## config.mk

```make
export PLATFORM = sky130hd
export DESIGN_NAME = cdt_bank
export DESIGN_NICKNAME = d
export VERILOG_FILES = /design/src/rtl/cdt_pkg.sv /design/src/rtl/cdt_decode.sv /design/src/rtl/cdt_channel.sv /design/src/rtl/cdt_bank.sv
export SDC_FILE = /design/constraint.sdc
export NUM_CORES = 1
export LEC_CHECK = 0
export ABC_AREA = 1
export BUFFER_PORTS_ARGS = -buffer_cell sky130_fd_sc_hd__buf_2
export CAP_MARGIN = 20
export CORE_UTILIZATION = 25
export DETAILED_ROUTE_END_ITERATION = 6
export PLACE_DENSITY = 0.48
export SKIP_LAST_GASP = 1
export SYNTH_ARGS = -nofsm -noshare
export SYNTH_HDL_FRONTEND = slang
export SYNTH_SLANG_ARGS = --single-unit
```

## constraint.sdc

```tcl
create_clock -name clk -period 2.1 [get_ports clk]
set_input_delay 0.315 -clock clk [delete_from_list [all_inputs] [get_ports clk]]
set_output_delay 0.315 -clock clk [all_outputs]
set_load 0.01 [all_outputs]
```

## src/rtl/cdt_pkg.sv

```systemverilog
package cdt_pkg;

  localparam int unsigned NUM_TMR  = 3;
  localparam int unsigned DATA_W   = 32;
  localparam int unsigned EN_BIT   = 7;
  localparam int unsigned PER_BIT  = 6;
  localparam int unsigned FAST_BIT = 3;

  typedef enum logic [1:0] {
    REG_LOAD  = 2'd0,
    REG_VALUE = 2'd1,
    REG_CTRL  = 2'd2,
    REG_CLEAR = 2'd3
  } reg_sel_e;

  // counter width of each timer
  function automatic int unsigned chan_width(input int unsigned idx);
    return (idx == 2) ? 32 : 16;
  endfunction

  // byte base address of each timer window
  function automatic logic [31:0] chan_base(input int unsigned idx);
    case (idx)
      0:       return 32'h00;
      1:       return 32'h20;
      default: return 32'h80;
    endcase
  endfunction

endpackage

```

## src/rtl/cdt_decode.sv

```systemverilog
module cdt_decode #(
  parameter int unsigned ADDR_W = 8,
  parameter int unsigned NUM    = cdt_pkg::NUM_TMR
) (
  input  logic [ADDR_W-1:0] addr,
  output logic [NUM-1:0]    hit,
  output cdt_pkg::reg_sel_e rsel
);

  logic aligned;
  assign aligned = (addr[1:0] == 2'b00);
  assign rsel    = cdt_pkg::reg_sel_e'(addr[3:2]);

  for (genvar g = 0; g < NUM; g++) begin : g_win
    localparam logic [31:0] BASE = cdt_pkg::chan_base(g);
    assign hit[g] = aligned && (addr[ADDR_W-1:4] == BASE[ADDR_W-1:4]);
  end

endmodule

```

## src/rtl/cdt_channel.sv

```systemverilog
module cdt_channel #(
  parameter int unsigned W = 16
) (
  input  logic         clk,
  input  logic         rst_n,
  input  logic         tick_fast,
  input  logic         tick_slow,
  input  logic         wr_load,
  input  logic         wr_ctrl,
  input  logic         wr_clr,
  input  logic [W-1:0] wdata,
  output logic [31:0]  load_rd,
  output logic [31:0]  count_rd,
  output logic [31:0]  ctrl_rd,
  output logic         irq
);
  import cdt_pkg::*;

  logic [W-1:0] load_q, count_q, count_nxt;
  logic         en_q, per_q, fast_q, irq_q;
  logic         tick_sel, step, uflow;

  // next count after one tick
  function automatic logic [W-1:0] next_count(input logic [W-1:0] cnt,
                                              input logic [W-1:0] ld,
                                              input logic         periodic);
    if (cnt == '0) return periodic ? ld : '1;
    return cnt - W'(1);
  endfunction

  assign tick_sel  = fast_q ? tick_fast : tick_slow;
  assign step      = en_q & tick_sel & ~wr_load;
  assign uflow     = step & (count_q == '0);
  assign count_nxt = next_count(count_q, load_q, per_q);

  always_ff @(posedge clk or negedge rst_n) begin
    if (!rst_n) begin
      load_q  <= '0;
      count_q <= '0;
    end else if (wr_load) begin
      load_q  <= wdata;
      count_q <= wdata;
    end else if (step) begin
      count_q <= count_nxt;
    end
  end

  always_ff @(posedge clk or negedge rst_n) begin
    if (!rst_n) begin
      en_q   <= 1'b0;
      per_q  <= 1'b0;
      fast_q <= 1'b0;
    end else if (wr_ctrl) begin
      en_q   <= wdata[EN_BIT];
      per_q  <= wdata[PER_BIT];
      fast_q <= wdata[FAST_BIT];
    end
  end

  always_ff @(posedge clk or negedge rst_n) begin
    if (!rst_n)      irq_q <= 1'b0;
    else if (uflow)  irq_q <= 1'b1;
    else if (wr_clr) irq_q <= 1'b0;
  end

  always_comb begin
    ctrl_rd           = '0;
    ctrl_rd[EN_BIT]   = en_q;
    ctrl_rd[PER_BIT]  = per_q;
    ctrl_rd[FAST_BIT] = fast_q;
  end

  assign load_rd  = 32'(load_q);
  assign count_rd = 32'(count_q);
  assign irq      = irq_q;


  load_takes_count_chk: assert property (@(posedge clk) disable iff (!rst_n)
    wr_load |=> count_q == $past(wdata));


  decrement_chk: assert property (@(posedge clk) disable iff (!rst_n)
    (step && count_q != '0) |=> count_q == $past(count_q) - W'(1));


  periodic_reload_chk: assert property (@(posedge clk) disable iff (!rst_n)
    (uflow && per_q) |=> count_q == $past(load_q));


  freerun_wrap_chk: assert property (@(posedge clk) disable iff (!rst_n)
    (uflow && !per_q) |=> &count_q);


  irq_set_chk: assert property (@(posedge clk) disable iff (!rst_n)
    uflow |=> irq_q);


  irq_clear_chk: assert property (@(posedge clk) disable iff (!rst_n)
    (wr_clr && !uflow) |=> !irq_q);


  disabled_hold_chk: assert property (@(posedge clk) disable iff (!rst_n)
    (!en_q && !wr_load) |=> $stable(count_q));


  disabled_no_irq_chk: assert property (@(posedge clk) disable iff (!rst_n)
    (!en_q && !irq_q) |=> !irq_q);

endmodule

```

## src/rtl/cdt_bank.sv

```systemverilog
module cdt_bank #(
  parameter int unsigned ADDR_W = 8
) (
  input  logic                        clk,
  input  logic                        rst_n,
  input  logic [ADDR_W-1:0]           bus_addr,
  input  logic                        bus_we,
  input  logic [31:0]                 bus_wdata,
  output logic [31:0]                 bus_rdata,
  input  logic                        tick_fast,
  input  logic                        tick_slow,
  output logic [cdt_pkg::NUM_TMR-1:0] irq
);
  import cdt_pkg::*;

  localparam int unsigned N = NUM_TMR;

  logic [N-1:0] hit;
  reg_sel_e     rsel;
  logic [31:0]  rd_load  [N];
  logic [31:0]  rd_count [N];
  logic [31:0]  rd_ctrl  [N];

  cdt_decode #(.ADDR_W(ADDR_W), .NUM(N)) u_decode (
    .addr (bus_addr),
    .hit  (hit),
    .rsel (rsel)
  );

  for (genvar g = 0; g < N; g++) begin : g_chan
    localparam int unsigned CW = chan_width(g);
    logic wr_sel;
    assign wr_sel = bus_we & hit[g];

    cdt_channel #(.W(CW)) u_chan (
      .clk       (clk),
      .rst_n     (rst_n),
      .tick_fast (tick_fast),
      .tick_slow (tick_slow),
      .wr_load   (wr_sel && rsel == REG_LOAD),
      .wr_ctrl   (wr_sel && rsel == REG_CTRL),
      .wr_clr    (wr_sel && rsel == REG_CLEAR),
      .wdata     (bus_wdata[CW-1:0]),
      .load_rd   (rd_load[g]),
      .count_rd  (rd_count[g]),
      .ctrl_rd   (rd_ctrl[g]),
      .irq       (irq[g])
    );
  end

  always_comb begin
    bus_rdata = '0;
    for (int i = 0; i < N; i++) begin
      if (hit[i]) begin
        case (rsel)
          REG_LOAD:  bus_rdata = rd_load[i];
          REG_VALUE: bus_rdata = rd_count[i];
          REG_CTRL:  bus_rdata = rd_ctrl[i];
          default:   bus_rdata = '0;
        endcase
      end
    end
  end


  single_window_chk: assert property (@(posedge clk) disable iff (!rst_n)
    $onehot0(hit));

endmodule

```

==> results by group <==
Timing
  – Slew @ Worst Pin: 0.498 ns
  – Max Clk Rate: 0.495 GHz
  – Fin crit share: between 90 and 100%
  – Final Slew Violations: 0
  – Rel. slew slack: 66.8%
  – Final setup viols: 0
  – Hold Fails Final Rpt: 0
  – Max Clock Skew: about 0.011 ns
  – Final TNS setup: 0 ns
  – Setup repair after global routing missed its margin: false
  – Min Clock Period, post-route: 2.02 ns

Power and ir drop
  – Maximum vdd drop: 0.666 mV
  – Standby leakage power: 0.00554 uW
  – PwrDens: roughly 1000 nW/um^2
  – Pwr Total: between 10000 and 15000 uW
  – P_sw: 4660 uW
  – Cell internal pwr: 7150 uW
  – Clock share of power: 29.7%
  – Switching Fraction: about two fifths
  – Sequential share of power: between 30% and 40%
  – Combinational power share: roughly 38%

Synth
  – Compound-cell area share of the yosys netlist: 17.7%
  – Sequential area share after synthesis: 38.3%
  – Synth Area in Adders: less than 1%
  – Yosys Warn Count: 0
  – Synth Instances: 1326
  – Register bit total from synthesis: 140
  – Multiplexer share of the synthesized area: 0%
  – Netlist Area Pre-Place: approximately 9200 um^2
  – Largest family of logic cells by synthesized area: simple AND/OR/NAND/NOR gates
  – Synth Area in XOR/XNOR: under 10%
  – Top_reg_cell synth: dfrtp_1
  – Post-Syn Nets: 1377
  – EDFF count, synth: 0
  – Mean Syn Cell Area: 6.90 um^2
  – Post-synthesis simple-gate area fraction: 30.1%
  – Synth async-reset ratio: between 90% and 100%
  – Cell variety after synth: 45

Critical path
  – CP Cell Sequence: inv_2 > nor3_2 > o21ai_1 > buf_4 > o221ai_1 > buf_2
  – Startpoint Class: register
  – Worst Path Buf+Inv: 3
  – CP Data Arrival Time: about 1.7 ns
  – Worst setup path startpoint: g_chan[2].u_chan.per_q
  – WP depth: 6
  – Reg2reg start: g_chan[2].u_chan.count_rd[12]
  – Crit path max fanout: 3
  – CP Capture Type: output port
  – Slowest CP cell: dfrtp_2
  – Delay-heaviest family, CP: flip-flops
  – Critical Path Max Stage Delay: about 0.44 ns
  – Kind of critical path: reg -> out
  – Worst R2R Path Depth: 10
  – CP Data Required Time: approximately 1.8 ns

Placed design
  – Port bufs: approximately 80
  – HPWL after DPL: between 20000 and 30000 um
  – Final RePlAce weighted congestion: around 0.9
  – Dpl cell area: 10600 um^2

Finish
  – Final instance area: 11300 um^2
  – Final #Nets: 1499
  – ANT cells: 0
  – Fillers: approximately 3.9k
  – Final core occ: between 30% and 40%
  – Layout cells sized above 1: 16.7%
  – P&R area growth vs syn: 23.4%

Floorplan
  – # rows: 69
  – Io pins: 80
  – Core box area: 35800 um^2
  – Initial Utilization: 25.6%
  – Die height: 193 um
  – Die footprint: 37400 um^2
  – Die width: approximately 190 um

Run
  – Max_cap viols: 0

Routing
  – First-pass DRT Iterations: 7
  – Via density: a little under 5
  – ANT nets after route: 0
  – Residual DRC: 4
  – DR WL/cell: roughly 18 um
  – Starting DRC count in detailed routing: 842
  – Vias post-DR: 9418
  – Drt total wl: 34900 um

GRT
  – Initial antenna violation count: 0
  – Met3 Track Usage GR: 3.33%
  – Total gr overflow: 0
  – Busiest grt layer: met2
  – First-pass GRT wire length: 54700 um
  – Grt met2 use: 28.7%
  – Total track usage: approximately a fifth
  – Vias in the first global route: 9120
  – Met1 GRT Util: between 20 and 30%
  – Largest net degree at the start of global routing: 45

Min path
  – HP Start: bus_wdata[30]
  – Hold Crit Class: in -> reg
  – Hold depth: 3

Run status
  – Failing checks: DRC
  – Result of the run: complete, but fails checks

Clock tree
  – CTS clock-pin slew for the worst setup and hold paths: 0.06 ns
  – Max Root-Sink Buffers: 2
  – Root Buffer: clkbuf_16
  – CTS Buf Count: 17
  – CTS tree: built
  – Clk_lat worst skew: 0.44 ns
  – CTS HTree Levels: 4
  – Clock sinks: 140
path summary, 6_finish.rpt:
check	slack, ns	endpoint
max	0.08	bus_rdata[6]
min	0.11	g_chan[2].u_chan.load_rd[30]
max reg2reg	0.15	g_chan[2].u_chan.count_rd[10]
min reg2reg	0.50	g_chan[2].u_chan.count_rd[15]
max in group asynchronous	0.95	g_chan[2].u_chan.count_rd[3]
min in group asynchronous	0.41	g_chan[0].u_chan.count_q[1]
cells by family (layout without fill, tap and decap cells):
group | after synthesis | count (layout)
and+or+nand+nor | 647 | 647
xor gates and xnor gates | 31 | 31
DFF | 140 | 140
AOI/OAI and AO/OA | 282 | 282
adders and majority gates | 6 | 6
buffers and inverters | 220 | 354
timing repair:
| item | CTS | global route |
|---|---|---|
| pin swaps | 0 | 2 |
| hold buffers | 1 | 0 |
| endpoints found under the hold margin | 41 | 0 |
| buffers inserted | 0 | 2 |
| gates resized for setup | 8 | 11 |
| endpoints found under the setup margin | 3 | 31 |
final cells by class:
class                   count  area, um^2  share of cell area [%]
repair buffers            156        1160                    10.2
clock buffers              20         447                    3.95
multi-input cells         966        4760                    42.1
flip-flops and latches    140        3510                    31.1
well taps                 461         577                    5.11
clock inverters            11         216                    1.92
inverters                 167         634                    5.62
cell usage after synthesis (7+ instances only):
master	n	share of area, %
buf_2	13	0.71
nand2_2	9	0.61
inv_1	154	6.3
nor3_1	9	0.49
a21oi_1	46	2.5
inv_2	10	0.41
buf_4	10	0.82
nor2_2	8	0.55
a31oi_1	8	0.55
o21ai_0	130	7.1
xor2_1	30	2.9
o211ai_1	32	2.6
nand3_1	101	5.5
dfrtp_1	140	38
clkbuf_1	20	0.82
o22ai_1	41	2.8
nand2_1	381	16
nor2_1	115	4.7
nand4_1	7	0.48
cell usage in the layout, fill, tap and decap left out, types with 41 or more instances in the layout:
master   netlist  routed
nand2_1      381     380
inv_1        154     152
dfrtp_1      140     136
o21ai_0      130     128
nor2_1       115     112
nand3_1      101     101
buf_2         13      78
buf_4         10      62
a21oi_1       46      46
o22ai_1       41      41
flip-flops by register name (all words and copies together), names as in the netlist:
signal	count
g_chan.u_chan.count_q	32
g_chan.u_chan.count_rd	32
g_chan.u_chan.en_q	3
g_chan.u_chan.fast_q	3
g_chan.u_chan.irq	3
g_chan.u_chan.load_q	32
g_chan.u_chan.load_rd	32
g_chan.u_chan.per_q	3
stage by stage:
stage | setup slack [ns] | instances | hold WS [ns]
2_1_floorplan | 0.365 | 1326 | 0.0194
3_3_place_gp | 0.0268 | 1887 | 0.296
3_5_place_dp | 0.0370 | 1887 | 0.301
4_1_cts | 0.0374 | 1919 | 0.0890
5_1_grt | 0.00807 | 1921 | 0.0936
6_report | 0.0794 | 1921 | 0.105
worst register-to-register path, stage by stage (launching register included):
cell      delay [ns]
dfrtp_1         0.42
nor2_1          0.22
nand2_1         0.13
nor2_1          0.18
buf_4           0.17
nand3_2         0.12
nor2_2          0.21
buf_4           0.16
nand2_1         0.04
o211ai_1        0.08
nand3_1         0.09
per-layer routing:
| layer | share of wire, % | wire length, um | vias to the layer above |
|---|---|---|---|
| met2 | 44 | 15300 | 278 |
| met3 | 5.1 | 1780 | 30 |
| met4 | 1.7 | 582 | 0 |
| li1 | - | - | 4583 |
| met1 | 49 | 17200 | 4527 |
| met5 | 0 | 0 | - |
power by group through the flow:
stage / Clock (uW) / Sequential (uW) / Combinational, uW
6_report: 3510 / 3830 / 4470
2_1_floorplan: 0 / 3760 / 2850
5_1_grt: 3690 / 3910 / 5040
3_3_place_gp: 0 / 3860 / 4370
3_5_place_dp: 0 / 3860 / 4370
4_1_cts: 3580 / 3830 / 4400
Power figures use the tool's default switching activity.
